==> config.mk <==
export PLATFORM = sky130hd
export DESIGN_NAME = irq_target_bank
export DESIGN_NICKNAME = d
export VERILOG_FILES = /design/src/rtl/irq_target_pkg.sv /design/src/rtl/irq_target_ctrl.sv /design/src/rtl/irq_target_dp.sv /design/src/rtl/irq_target_bank.sv
export SDC_FILE = /design/constraint.sdc
export NUM_CORES = 1
export LEC_CHECK = 0
export ABC_AREA = 0
export BUFFER_PORTS_ARGS = -buffer_cell sky130_fd_sc_hd__buf_2
export CAP_MARGIN = 20
export CORE_ASPECT_RATIO = 0.9
export CORE_MARGIN = 2
export CORE_UTILIZATION = 45
export CTS_BUF_LIST = sky130_fd_sc_hd__clkbuf_8 sky130_fd_sc_hd__clkbuf_16
export CTS_CLUSTER_SIZE = 30
export DETAILED_ROUTE_END_ITERATION = 16
export PLACE_DENSITY = 0.67
export SYNTH_ARGS = -nofsm -noshare
export SYNTH_HDL_FRONTEND = slang
export SYNTH_HIERARCHICAL = 1
export SYNTH_SLANG_ARGS = --single-unit
==> constraint.sdc <==
create_clock -name clk -period 3.8 [get_ports clk]
set_clock_uncertainty 0.1 [all_clocks]
set_input_delay 0.57 -clock clk [delete_from_list [all_inputs] [get_ports clk]]
set_output_delay 0.57 -clock clk [all_outputs]
set_load 0.02 [all_outputs]
==> src/rtl/irq_target_pkg.sv <==
package irq_target_pkg;

  typedef enum logic [1:0] {
    RD_ZERO   = 2'd0,
    RD_STORED = 2'd1,
    RD_SELF   = 2'd2
  } rdSel_e;

  // Strobes from decode to storage
  typedef struct packed {
    logic       wrEn;
    logic       err;
    rdSel_e     rdSel;
    logic [9:0] idx;
    logic [7:0] wrVal;
  } bankStrb_t;

endpackage

==> src/rtl/irq_target_ctrl.sv <==
module irq_target_ctrl
  import irq_target_pkg::*;
#(
  parameter int NUM_CPU    = 4,
  parameter int NUM_IRQ    = 64,
  parameter bit LEGACY_REV = 1'b0,
  parameter int BASE_IRQ   = 0
) (
  input  logic        reqValid,
  input  logic        reqWrite,
  input  logic [11:0] reqAddr,
  input  logic [7:0]  reqWdata,
  output bankStrb_t   strb
);

  localparam bit        HIDDEN   = (NUM_CPU == 1) && !LEGACY_REV;
  localparam logic [7:0] ALL_MASK = 8'((1 << NUM_CPU) - 1);

  logic        inWin;
  logic [10:0] irqNum;

  assign inWin  = (reqAddr[11:10] == 2'b10);
  assign irqNum = {1'b0, reqAddr[9:0]} + 11'(BASE_IRQ);

  always_comb begin
    strb = '0;
    if (reqValid && inWin && !HIDDEN) begin
      if (int'(irqNum) >= NUM_IRQ) begin
        strb.err = 1'b1;
      end else begin
        strb.idx = irqNum[9:0];
        if (reqWrite) begin
          strb.wrEn = 1'b1;
          if (irqNum < 11'd29)      strb.wrVal = 8'h00;
          else if (irqNum < 11'd32) strb.wrVal = ALL_MASK;
          else                      strb.wrVal = reqWdata & ALL_MASK;
        end else begin
          strb.rdSel = (irqNum >= 11'd29 && irqNum < 11'd32) ? RD_SELF : RD_STORED;
        end
      end
    end
  end

endmodule

==> src/rtl/irq_target_dp.sv <==
module irq_target_dp
  import irq_target_pkg::*;
#(
  parameter int NUM_CPU    = 4,
  parameter int NUM_IRQ    = 64,
  parameter bit LEGACY_REV = 1'b0,
  parameter int CPUW       = 2
) (
  input  logic                       clk,
  input  logic                       rstN,
  input  logic                       reqValid,
  input  logic [CPUW-1:0]            reqCpu,
  input  bankStrb_t                  strb,
  output logic                       rspValid,
  output logic [7:0]                 rspRdata,
  output logic                       rspErr,
  output logic [NUM_IRQ*NUM_CPU-1:0] targetMask
);

  localparam bit HIDDEN = (NUM_CPU == 1) && !LEGACY_REV;
  localparam int IDXW   = (NUM_IRQ > 1) ? $clog2(NUM_IRQ) : 1;
  localparam logic [NUM_CPU-1:0] RST_TGT = NUM_CPU'((NUM_CPU == 1) ? 1 : 0);

  logic [NUM_CPU-1:0] tgt [NUM_IRQ];
  logic [NUM_CPU-1:0] rdStored;
  logic [7:0]         selfMask;
  logic               unusedBits;

  assign unusedBits = ^{strb.wrVal, strb.idx};

  for (genvar i = 0; i < NUM_IRQ; i++) begin : g_irq
    if (HIDDEN) begin : g_fixed
      assign tgt[i] = '1;
    end else begin : g_reg
      always_ff @(posedge clk) begin
        if (!rstN)
          tgt[i] <= RST_TGT;
        else if (strb.wrEn && strb.idx == 10'(i))
          tgt[i] <= strb.wrVal[NUM_CPU-1:0];
      end
    end
    assign targetMask[i*NUM_CPU +: NUM_CPU] = tgt[i];
  end

  assign rdStored = tgt[strb.idx[IDXW-1:0]];
  assign selfMask = 8'(1) << reqCpu;

  always_ff @(posedge clk) begin
    if (!rstN) begin
      rspValid <= 1'b0;
      rspErr   <= 1'b0;
      rspRdata <= 8'h00;
    end else begin
      rspValid <= reqValid;
      rspErr   <= strb.err;
      case (strb.rdSel)
        RD_STORED: rspRdata <= 8'(rdStored);
        RD_SELF:   rspRdata <= selfMask;
        default:   rspRdata <= 8'h00;
      endcase
    end
  end

  // an error flag only appears on a response cycle
  a_r8_err_in_rsp : assert property (@(posedge clk) disable iff (!rstN)
    rspErr |-> rspValid);

  // an invalid access left every mask as it was
  a_r8_err_no_change : assert property (@(posedge clk) disable iff (!rstN)
    rspErr |-> $stable(targetMask));

  if (HIDDEN) begin : g_hidden_chk
    // hidden bank reads zero and masks never move
    a_r9_raz : assert property (@(posedge clk) disable iff (!rstN)
      rspValid |-> (rspRdata == 8'h00 && !rspErr));
    a_r9_wi : assert property (@(posedge clk) disable iff (!rstN)
      rspValid |-> $stable(targetMask));
  end

  if (NUM_CPU > 1) begin : g_low_chk
    for (genvar j = 0; j < 29 && j < NUM_IRQ; j++) begin : g_low
      // low private lines never route anywhere
      a_r5_low_zero : assert property (@(posedge clk) disable iff (!rstN)
        tgt[j] == '0);
    end
  end

endmodule

==> src/rtl/irq_target_bank.sv <==
module irq_target_bank
  import irq_target_pkg::*;
#(
  parameter int NUM_CPU    = 4,
  parameter int NUM_IRQ    = 64,
  parameter bit LEGACY_REV = 1'b0,
  parameter int BASE_IRQ   = 0,
  localparam int CPUW      = (NUM_CPU > 1) ? $clog2(NUM_CPU) : 1
) (
  input  logic                       clk,
  input  logic                       rstN,
  input  logic                       reqValid,
  input  logic                       reqWrite,
  input  logic [11:0]                reqAddr,
  input  logic [7:0]                 reqWdata,
  input  logic [CPUW-1:0]            reqCpu,
  output logic                       rspValid,
  output logic [7:0]                 rspRdata,
  output logic                       rspErr,
  output logic [NUM_IRQ*NUM_CPU-1:0] targetMask
);

  bankStrb_t strb;

  irq_target_ctrl #(
    .NUM_CPU(NUM_CPU), .NUM_IRQ(NUM_IRQ),
    .LEGACY_REV(LEGACY_REV), .BASE_IRQ(BASE_IRQ)
  ) u_ctrl (
    .reqValid(reqValid), .reqWrite(reqWrite), .reqAddr(reqAddr),
    .reqWdata(reqWdata), .strb(strb)
  );

  irq_target_dp #(
    .NUM_CPU(NUM_CPU), .NUM_IRQ(NUM_IRQ),
    .LEGACY_REV(LEGACY_REV), .CPUW(CPUW)
  ) u_dp (
    .clk(clk), .rstN(rstN), .reqValid(reqValid), .reqCpu(reqCpu),
    .strb(strb), .rspValid(rspValid), .rspRdata(rspRdata),
    .rspErr(rspErr), .targetMask(targetMask)
  );

endmodule

# [After elaboration in Yosys (flattened, before gate mapping)]
# Memories as Yosys holds them, arrays and structs flattened.
# Index checks and enable logic that the tools add are counted.
[totals] register_bits=10 latch_bits=0 mem_bits_rw=256 rom_bits=0 input_bits=26 memories=1
[op_classes] add_sub_neg=0 mul=0 div_mod_pow=0 n_lt_le_gt_ge=4 eq_ne=66 shifts=1 n_mux=268 bitwise_logic=64 n_reduce_logical=68
[memory_table] name="u_dp.tgt" words=64 width=4 read_ports=65 rd_ports_with_merged_regs=0 write_ports=64 line="irq_target_dp.sv:24" source="logic [NUM_CPU-1:0] tgt [NUM_IRQ];"
[ops] op="equality test 10 x 6 -> 1 bit, second input constant" n=32
[ops] op="2-to-1 mux 4 bit" n=65
[ops] op="2-to-1 mux 1 bit" n=196
[ops] op="equality test 10 x 5 -> 1 bit, second input constant" n=16
[ops] op="equality test 10 x 4 -> 1 bit, second input constant" n=8
[ops] op="logical AND 1 bit" n=66
[ops] op="OR 1 bit" n=64
[ops] op="equality test 10 x 3 -> 1 bit, second input constant" n=4
[ops] op="2-to-1 mux 22 bit" n=1
[ops] op="equality test 10 x 2 -> 1 bit, second input constant" n=2
[ops] op="2-to-1 mux 20 bit" n=1
[ops] op="2-to-1 mux 8 bit" n=2
[ops] op="one-hot mux 8 bit (2 select lines)" n=1
[ops] op="equality test 10 x 1 -> 1 bit, second input constant" n=1
[ops] op=">= comparator 10 x 5 -> 1 bit, second input constant" n=1
[ops] op=">= comparator 10 x 7 -> 1 bit, second input constant" n=1
[ops] op="logical NOT 10 bit" n=1
[ops] op="< comparator 10 x 5 -> 1 bit, second input constant" n=1
[ops] op="< comparator 10 x 6 -> 1 bit, second input constant" n=1
[ops] op="left shift 1 x 2 -> 8 bit, first input constant" n=1
[ops] op="equality test 2 bit, second input constant" n=2
[ops] op="2-to-1 mux 2 bit" n=2
[ops] op="equality test 2 x 1 -> 1 bit, second input constant" n=1
[ops] op="AND reduction 2 bit" n=1

# [Longest topological paths before layout]
# Gate-level depths: netlist of run 1.
[logic_depth] word_depth=12 depth_mapped=11

# [Modules after synthesis]
# The synthesis of run 1 kept the hierarchy.
[modules_own_cells] module="irq_target_dp" instances=1 cells_each=902 area_per_inst_um2=12021.5
[modules_own_cells] module="irq_target_ctrl" instances=1 cells_each=34 area_per_inst_um2=242.7

# [Least setup slack after synthesis of run 1]
# No wires, ideal clock.
[synth_timing] path_type="input -> register" start="input port reqAddr[9]" end="memory u_dp.tgt[27][0], enable pin" arrival_ns=2.576 setup_slack_ns=0.763 stages=9 path_buffers=5 path_cell_list="nor4_4 > and3_2 > buf_4 > buf_6 > buf_4 > buf_4 > nand3_1 > clkbuf_1 > o21ai_0"
[synth_lines] element="start, declared" line="irq_target_bank.sv:14" source="input logic [11:0] reqAddr,"
[synth_lines] element="end, declared" line="irq_target_dp.sv:24"

==> results of run 1 <==
metrics by stage:
stage               cell area, sq um   util  hold WS (ns)
finish                         15100  0.561         0.148
global route                   15100  0.561         0.143
CTS                            15100  0.561         0.139
detailed placement             14200  0.527         0.692
global placement               14200  0.527         0.691
floorplan                      12300      -         0.592
flip-flops by register name (all words and copies together) (netlist names):
name           cells
u_dp/rspValid      1
u_dp/rspErr        1
u_dp/rspRdata      4
u_dp/tgt         256
worst max-delay path: stages:
cell	delay [ns]
sky130_fd_sc_hd__buf_2	0.11
sky130_fd_sc_hd__nor4_4	0.31
sky130_fd_sc_hd__buf_4	0.20
sky130_fd_sc_hd__and3_2	0.21
sky130_fd_sc_hd__buf_12	0.33
sky130_fd_sc_hd__mux4_2	0.57
sky130_fd_sc_hd__mux2i_1	0.22
sky130_fd_sc_hd__o22ai_1	0.16
sky130_fd_sc_hd__o21ai_0	0.46
sky130_fd_sc_hd__o311ai_1	0.18
report_power, final:
group	internal, uW	leakage (uW)	switching [uW]
combinational	186	0.00237	366
sequential	3310	0.00248	96.3
clock	1650	0.000499	1080
total	5150	0.00534	1540
routing by layer:
metal,vias up,share of wire,global-route usage
li1,3978,-,-
met4,4,0.035,0.0879
met1,4514,0.37,0.324
met3,88,0.11,0.0708
met5,-,0.0013,0.0122
met2,597,0.49,0.428
cells in the final DEF, fill, tap and decap left out, types with 9 or more instances in the layout:
cell type,count
sky130_fd_sc_hd__nand2_1,23
sky130_fd_sc_hd__nand3_2,9
sky130_fd_sc_hd__buf_2,283
sky130_fd_sc_hd__o22ai_1,28
sky130_fd_sc_hd__mux2i_1,24
sky130_fd_sc_hd__o21ai_0,67
sky130_fd_sc_hd__mux2_2,32
sky130_fd_sc_hd__inv_1,17
sky130_fd_sc_hd__nand3_1,18
sky130_fd_sc_hd__clkbuf_16,29
sky130_fd_sc_hd__mux4_2,36
sky130_fd_sc_hd__nor2_1,264
sky130_fd_sc_hd__mux4_1,12
sky130_fd_sc_hd__edfxtp_1,256
sky130_fd_sc_hd__buf_4,62
final cells by class:
cell class                 instances  area share
antenna                            1    0.000166
clock buffer                      30      0.0490
clock inverter                    21      0.0123
inverter                           4    0.000995
multi-input combinational        575       0.261
sequential                       262       0.517
tap                              354      0.0294
timing repair buffer             349       0.130
worst min path at each step:
stage | from | slack [ns] | endpoint
floorplan | reqCpu[0] | 0.59 | u_dp/rspRdata[1]
global placement | reqValid | 0.69 | u_dp/rspValid
detailed placement | reqValid | 0.69 | u_dp/rspValid
CTS | reqValid | 0.14 | u_dp/rspValid
global route | reqValid | 0.14 | u_dp/rspValid
finish | reqValid | 0.15 | u_dp/rspValid
==> summary.md, run 1 <==
The power density over the cells is 443 mW/mm^2, and the die height is 160 um. Initial core utilization: 0.455. The worst register-to-register path has a setup slack of 1.60 ns.

The routed wire length per instance came out at 23.7 um. The first global-routing pass estimated 53,800 um of wire. The fraction of final layout cells with drive strength greater than 1 was 0.383; the arrival time at the worst endpoint was 3.36 ns. Achievable clock frequency: 324 MHz.

TritonCTS built the clock tree. The min-delay analysis places its worst path in the category primary input to register. The worst setup path is launched from a primary input. Once detail routing completed, the nets flagged for antenna violations numbered 0. At the end of routability-driven placement, the weighted congestion stood at 0.869. The largest vdd supply drop was 0.000307 V.

The number of global-route vias before repair came out at 8,676. The capturing element type of the critical path is a register. Setup repair after global routing left no endpoint under its margin.

The worst reg2reg path endpoint is u_dp/rspRdata[2]. The detailed router finished its first iteration with 1,114 violations. Once routing completed, OpenROAD measured the worst setup slack at 0.715 ns. The transition at the pin with the smallest max-transition slack was 0.805 ns. Setup total negative slack on the finished layout was measured at 0 ns. The tools report the number of setup buffers added after CTS as 0. Counting along the longest clock path gives a buffer depth of 3. The die covers 0.0285 sq mm. The area growth from synthesis to layout is 23.3%. The most critical setup path has its endpoint at u_dp/rspRdata[0]. In this run the tool buffered the top-level ports with 283 buffer cells.

The tools report the number of sinks driven by the clock tree as 262. Synthesis produced a netlist whose cell count is 932. For the area of the placeable core, the log shows 0.0269 sq mm. The relative max-transition margin was 0.458; the per-instance average area after synthesis was 13.1 sq um.

The tree is rooted in a sky130_fd_sc_hd__clkbuf_16. The overall track demand over capacity in global routing was 0.257. Setup violations remaining at the end of the flow were counted as 0. The number of cells on the worst reg-to-reg path is 5. The width of the die is 178 um.

The worst setup path is of the primary input to register kind. Summing all flip-flop and latch instances after layout gives 0.00781 sq mm. The worst hold path passes through 2 cells. For this run, the number of Yosys warnings is 6. In the routed design, unresolved DRC markers number 0.

Detailed placement ended at an HPWL of 27,400 um. The ratio of final minimum period to clock period came out at 0.812. The placement-stage worst setup slack was 0.314 ns; the I/O pin count was 292. Along the worst path, the maximum fanout reaches 47.

For this block, the routed nets add up to 37,800 um of wire. The tools report the start point of the critical path as reqAddr[9]. The logs give 0 for the number of slew-limit violations in the final report and 0.0122 sq mm for the combined area of all synthesized cells. For this design the static power due to leakage is 0.00534 uW. Including well taps, the total number of placed cells is 1,544. The initial antenna violation count was 2; the number of core rows was 57. Counting I/O delays and the setup requirement, the final critical path takes 3.09 ns.

Data on the critical path is required at its endpoint by 4.08 ns. The count of cells in the finished layout, fillers not included, comes to 1,596. Worst-skew pair later-pin latency: 0.54 ns. The flow ran to the end, and the final reports show no timing, DRC or antenna violations.

In this run, CTS created clock tree buffers numbering 28. The count of filler cells inserted in the layout is 2,225. The max-cap check violation count is 0, and the total area of multi-input combinational cells is 0.00394 sq mm.

Entering global routing, the biggest net connects 48 pins. The count of endpoints failing hold in the final timing report is 0. For this run, the detailed router's first-pass iteration total came to 6.

The tools report the final global-route overflow total as 0. Power comes to 6690 uW. Startpoint of the lowest-slack register-to-register path: u_dp/tgt[57][2]. The logs give 1 for the H-tree depth reported by CTS and 1,248 for the number of nets in the layout. The number of hold buffers added after CTS was 0. Clock-pin slew was measured on the worst setup and hold paths at 0.06 ns.

In the routed layout, each cell is associated on average with a via count of 5.75. The final route contains 9,181 vias. Post-CTS repair changed the size of 0 cells.
No activity file was read; power rests on OpenSTA's default activity.
==> inputs of run 2 (changes only) <==
- PLACE_DENSITY: 0.67 -> 0.69
- clock period: 3.8 -> 2.7 ns (I/O delays scaled with it)
==> summary.md, run 2 (same netlist as run 1, synthesis figures left out) <==
The buffering stage count on the worst path with inverters included is 4 (+1). The run finished with clean final reports. The logs give 2220 uW (+44%) for the switching power and 0 (unchanged) for the number of nets still failing antenna checks after routing.

Walking the worst path, the cells encountered are buf_2, and3b_1, buf_4, and3_2, buf_4, buf_4, nor2_1, nand2_1, o21ai_0. Worst-path cell with the longest stage delay: sky130_fd_sc_hd__o21ai_0. For the I/O pin count, the log shows 292 (unchanged). The HPWL after detailed placement is 29,200 um (+6.7%). For the overall track demand over capacity in global routing, the log shows 0.270 (+0.0124).

The run gives 0.088 (+0.006) as the portion of total power attributed to combinational logic. Number of slew-limit violations in the final report: 0 (unchanged). Width of the die: 178 um (unchanged).

The global routing stage identified its most utilized layer as met2. The instance area after placement was 0.0153 sq mm (+8.0%); the largest fanout of any net on the critical path was 12 (-74%). The worst-skew pair later-pin latency is 0.54 ns (about the same). The root buffer cell chosen for the clock tree is sky130_fd_sc_hd__clkbuf_16. Number of I/O port buffers: 283 (unchanged). The internal power summed over all cells is 7250 uW (+41%). The fraction of final layout cells with drive strength greater than 1 was 0.456 (+0.0730).

The max-cap check violation count is 0 (unchanged). The largest registers in the layout are u_dp/tgt x256, u_dp/rspRdata x4. Switching share of power: 0.235 (+0.00429). From synthesis to final layout, the design area changed by 32.5%. The initial core utilization came out at 0.455 (unchanged). The achievable clock frequency was 383 MHz; the final global-route overflow total was 0 (unchanged). The via density per instance was 5.62 (-2.4%); the aggregate negative setup slack was 0 ns (unchanged). The capturing element type of the critical path is a register.

The logs give 3 (unchanged) for the worst-case clock buffer depth and 9,622 (+4.8%) for the via count of the routed design. The routed wire length per instance was 22.7 um (-4.3%); the iteration-0 DRC count of the detailed router was 1,151 (+3.3%). The H-tree depth reported by CTS is 1 (unchanged), and the transition at the pin with the smallest max-transition slack is 0.778 ns (-0.0268 ns). The type of origin of the critical path is a primary input. TritonCTS built the clock tree. The relative contribution of sequential cells to total power came out at 0.506 (-0.003).

The total iterations of the first detailed-routing run is 5 (-1). Clock network fraction of design power: 0.406 (-0.002). The tools report the area of the placeable core as 0.0269 sq mm (unchanged). The critical path class is primary input to register. The logs give 0.0431 (-0.0277) for the met3 usage in global routing and 0 (unchanged) for the count of endpoints failing hold in the final timing report. Arrival time at the worst endpoint: 2.68 ns (-0.68 ns). The most prevalent standard cell on the critical path is sky130_fd_sc_hd__buf_4. The clock buffer count from CTS is 27 (-3.6%).

The clock input transition at the sequential cells of the worst setup and hold paths was 0.06 ns (about the same). The longest individual stage delay on the worst path is 0.60 ns (+0.03 ns), and the power density over the cells is 584 mW/mm^2 (+32%). Number of core rows: 57 (unchanged).

The remaining design rule violation count was 0 (unchanged). The logs give 56,900 um (+5.7%) for the wire length of the first global-routing pass and 0.391 (+0.0665) for the met1 routing resource usage after global routing. The library cell used most frequently in the layout, excluding fill and tap cells, is sky130_fd_sc_hd__buf_2. The count of cells resized by post-cts repair is 0 (unchanged). For the met2 track demand over resource in global routing, the log shows 0.424 (-0.00370). The tools report the worst-case setup margin in the final layout as 0.0920 ns (-0.623 ns).

Setup repair after global routing left no endpoint under its margin. The ratio of final minimum period to clock period is 0.966. The critical path's top delay family was simple AND/OR/NAND/NOR gates. The tools report the final estimated routing congestion in global placement as 0.929 (+6.9%). The die height came out at 160 um (unchanged). The run gives 262 (unchanged) as the number of sinks driven by the clock tree. The tightest min-delay check is of the primary input to register type. The final period demand of the worst path works out to 2.61 ns. The final instance area is 0.0162 sq mm (+7.4%), and the aggregate routed wire length is 38,800 um (+2.7%). The run gives 2 (unchanged) as the initial antenna violation count.

The number of buffers added to fix hold violations after cts is 1 (+1), and the number of nets in the layout is 1,365 (+9.4%). For the placement-stage worst setup slack, the log shows -0.392 ns (-0.706 ns). Relative max-transition margin: 0.476 (+0.0181). The number of flip-flops in the largest register is 256 (unchanged), and the number of setup violations in the final report is 0 (unchanged).

The run gives 2.78 ns (-1.30 ns) as the required time reported for the critical path endpoint. The run gives 0 (unchanged) as the number of setup buffers added after CTS. Leaving out fill and tap cells, the most frequent cells in the layout are sky130_fd_sc_hd__buf_2 (283), sky130_fd_sc_hd__nor2_1 (264), sky130_fd_sc_hd__edfxtp_1 (256), sky130_fd_sc_hd__buf_4 (165), sky130_fd_sc_hd__mux4_2 (36).

More flip-flops sit in one register than any other, and that register is u_dp/tgt. The largest vdd supply drop is 0.000441 V (+44%), and the maximum number of pins on one net before global-route repair is 47 (-2.1%). The run gives 0.00597 uW (+12%) as the static power due to leakage. The logs give 0.0285 sq mm (unchanged) for the die area and 9,288 (+7.1%) for the number of global-route vias before repair.
## run 2: per-stage QoR
step / total power [uW] / instances / hold WS [ns] / utilization
finish: 9470 / 1713 / 0.0328 / 0.603
detailed placement: 5710 / 1661 / 0.526 / 0.569
global route: 9730 / 1712 / 0.0343 / 0.603
floorplan: 5310 / 938 / 0.427 / -
CTS: 9510 / 1710 / 0.0185 / 0.603
global placement: 5690 / 1661 / 0.524 / 0.569
## run 2: area by class of cell
class,instances,area [sq um]
fill,2121,10700
sequential,262,7810
multi-input combinational,575,4010
timing repair buffer,467,3030
clock buffer,27,676
tap,354,443
clock inverter,21,229
inverter,4,15.0
antenna,3,7.51
## run 2: final timing paths
check	from	end	slack, ns	cells after the start
max	reqValid	u_dp/tgt[34][3]	0.09	9
min	reqCpu[0]	u_dp/rspRdata[1]	0.03	3
max reg2reg	u_dp/tgt[39][2]	u_dp/rspRdata[2]	0.56	5
min reg2reg	u_dp/tgt[3][0]	u_dp/rspRdata[0]	0.89	5
## run 2: worst reg2reg max path, stage by stage (launching register included)
cell and delay (ns):
sky130_fd_sc_hd__edfxtp_1 0.42, sky130_fd_sc_hd__mux4_1 0.52, sky130_fd_sc_hd__mux2i_1 0.24, sky130_fd_sc_hd__o22ai_1 0.21, sky130_fd_sc_hd__o31ai_1 0.39, sky130_fd_sc_hd__nand3_1 0.14
## run 2: power by group through the flow
stage	Clock, uW	Sequential (uW)	Combinational [uW]
4_1_cts	3880	4790	834
3_3_place_gp	0	4870	819
2_1_floorplan	0	5090	216
3_5_place_dp	0	4880	831
5_1_grt	4040	4810	878
6_report	3840	4800	834
## run 2: per-layer routing
| metal | wire [um] | part of all wire |
|---|---|---|
| met1 | 15700 | 0.40 |
| met2 | 18100 | 0.47 |
| met3 | 4000 | 0.10 |
| met4 | 1110 | 0.028 |
| met5 | 0 | 0 |
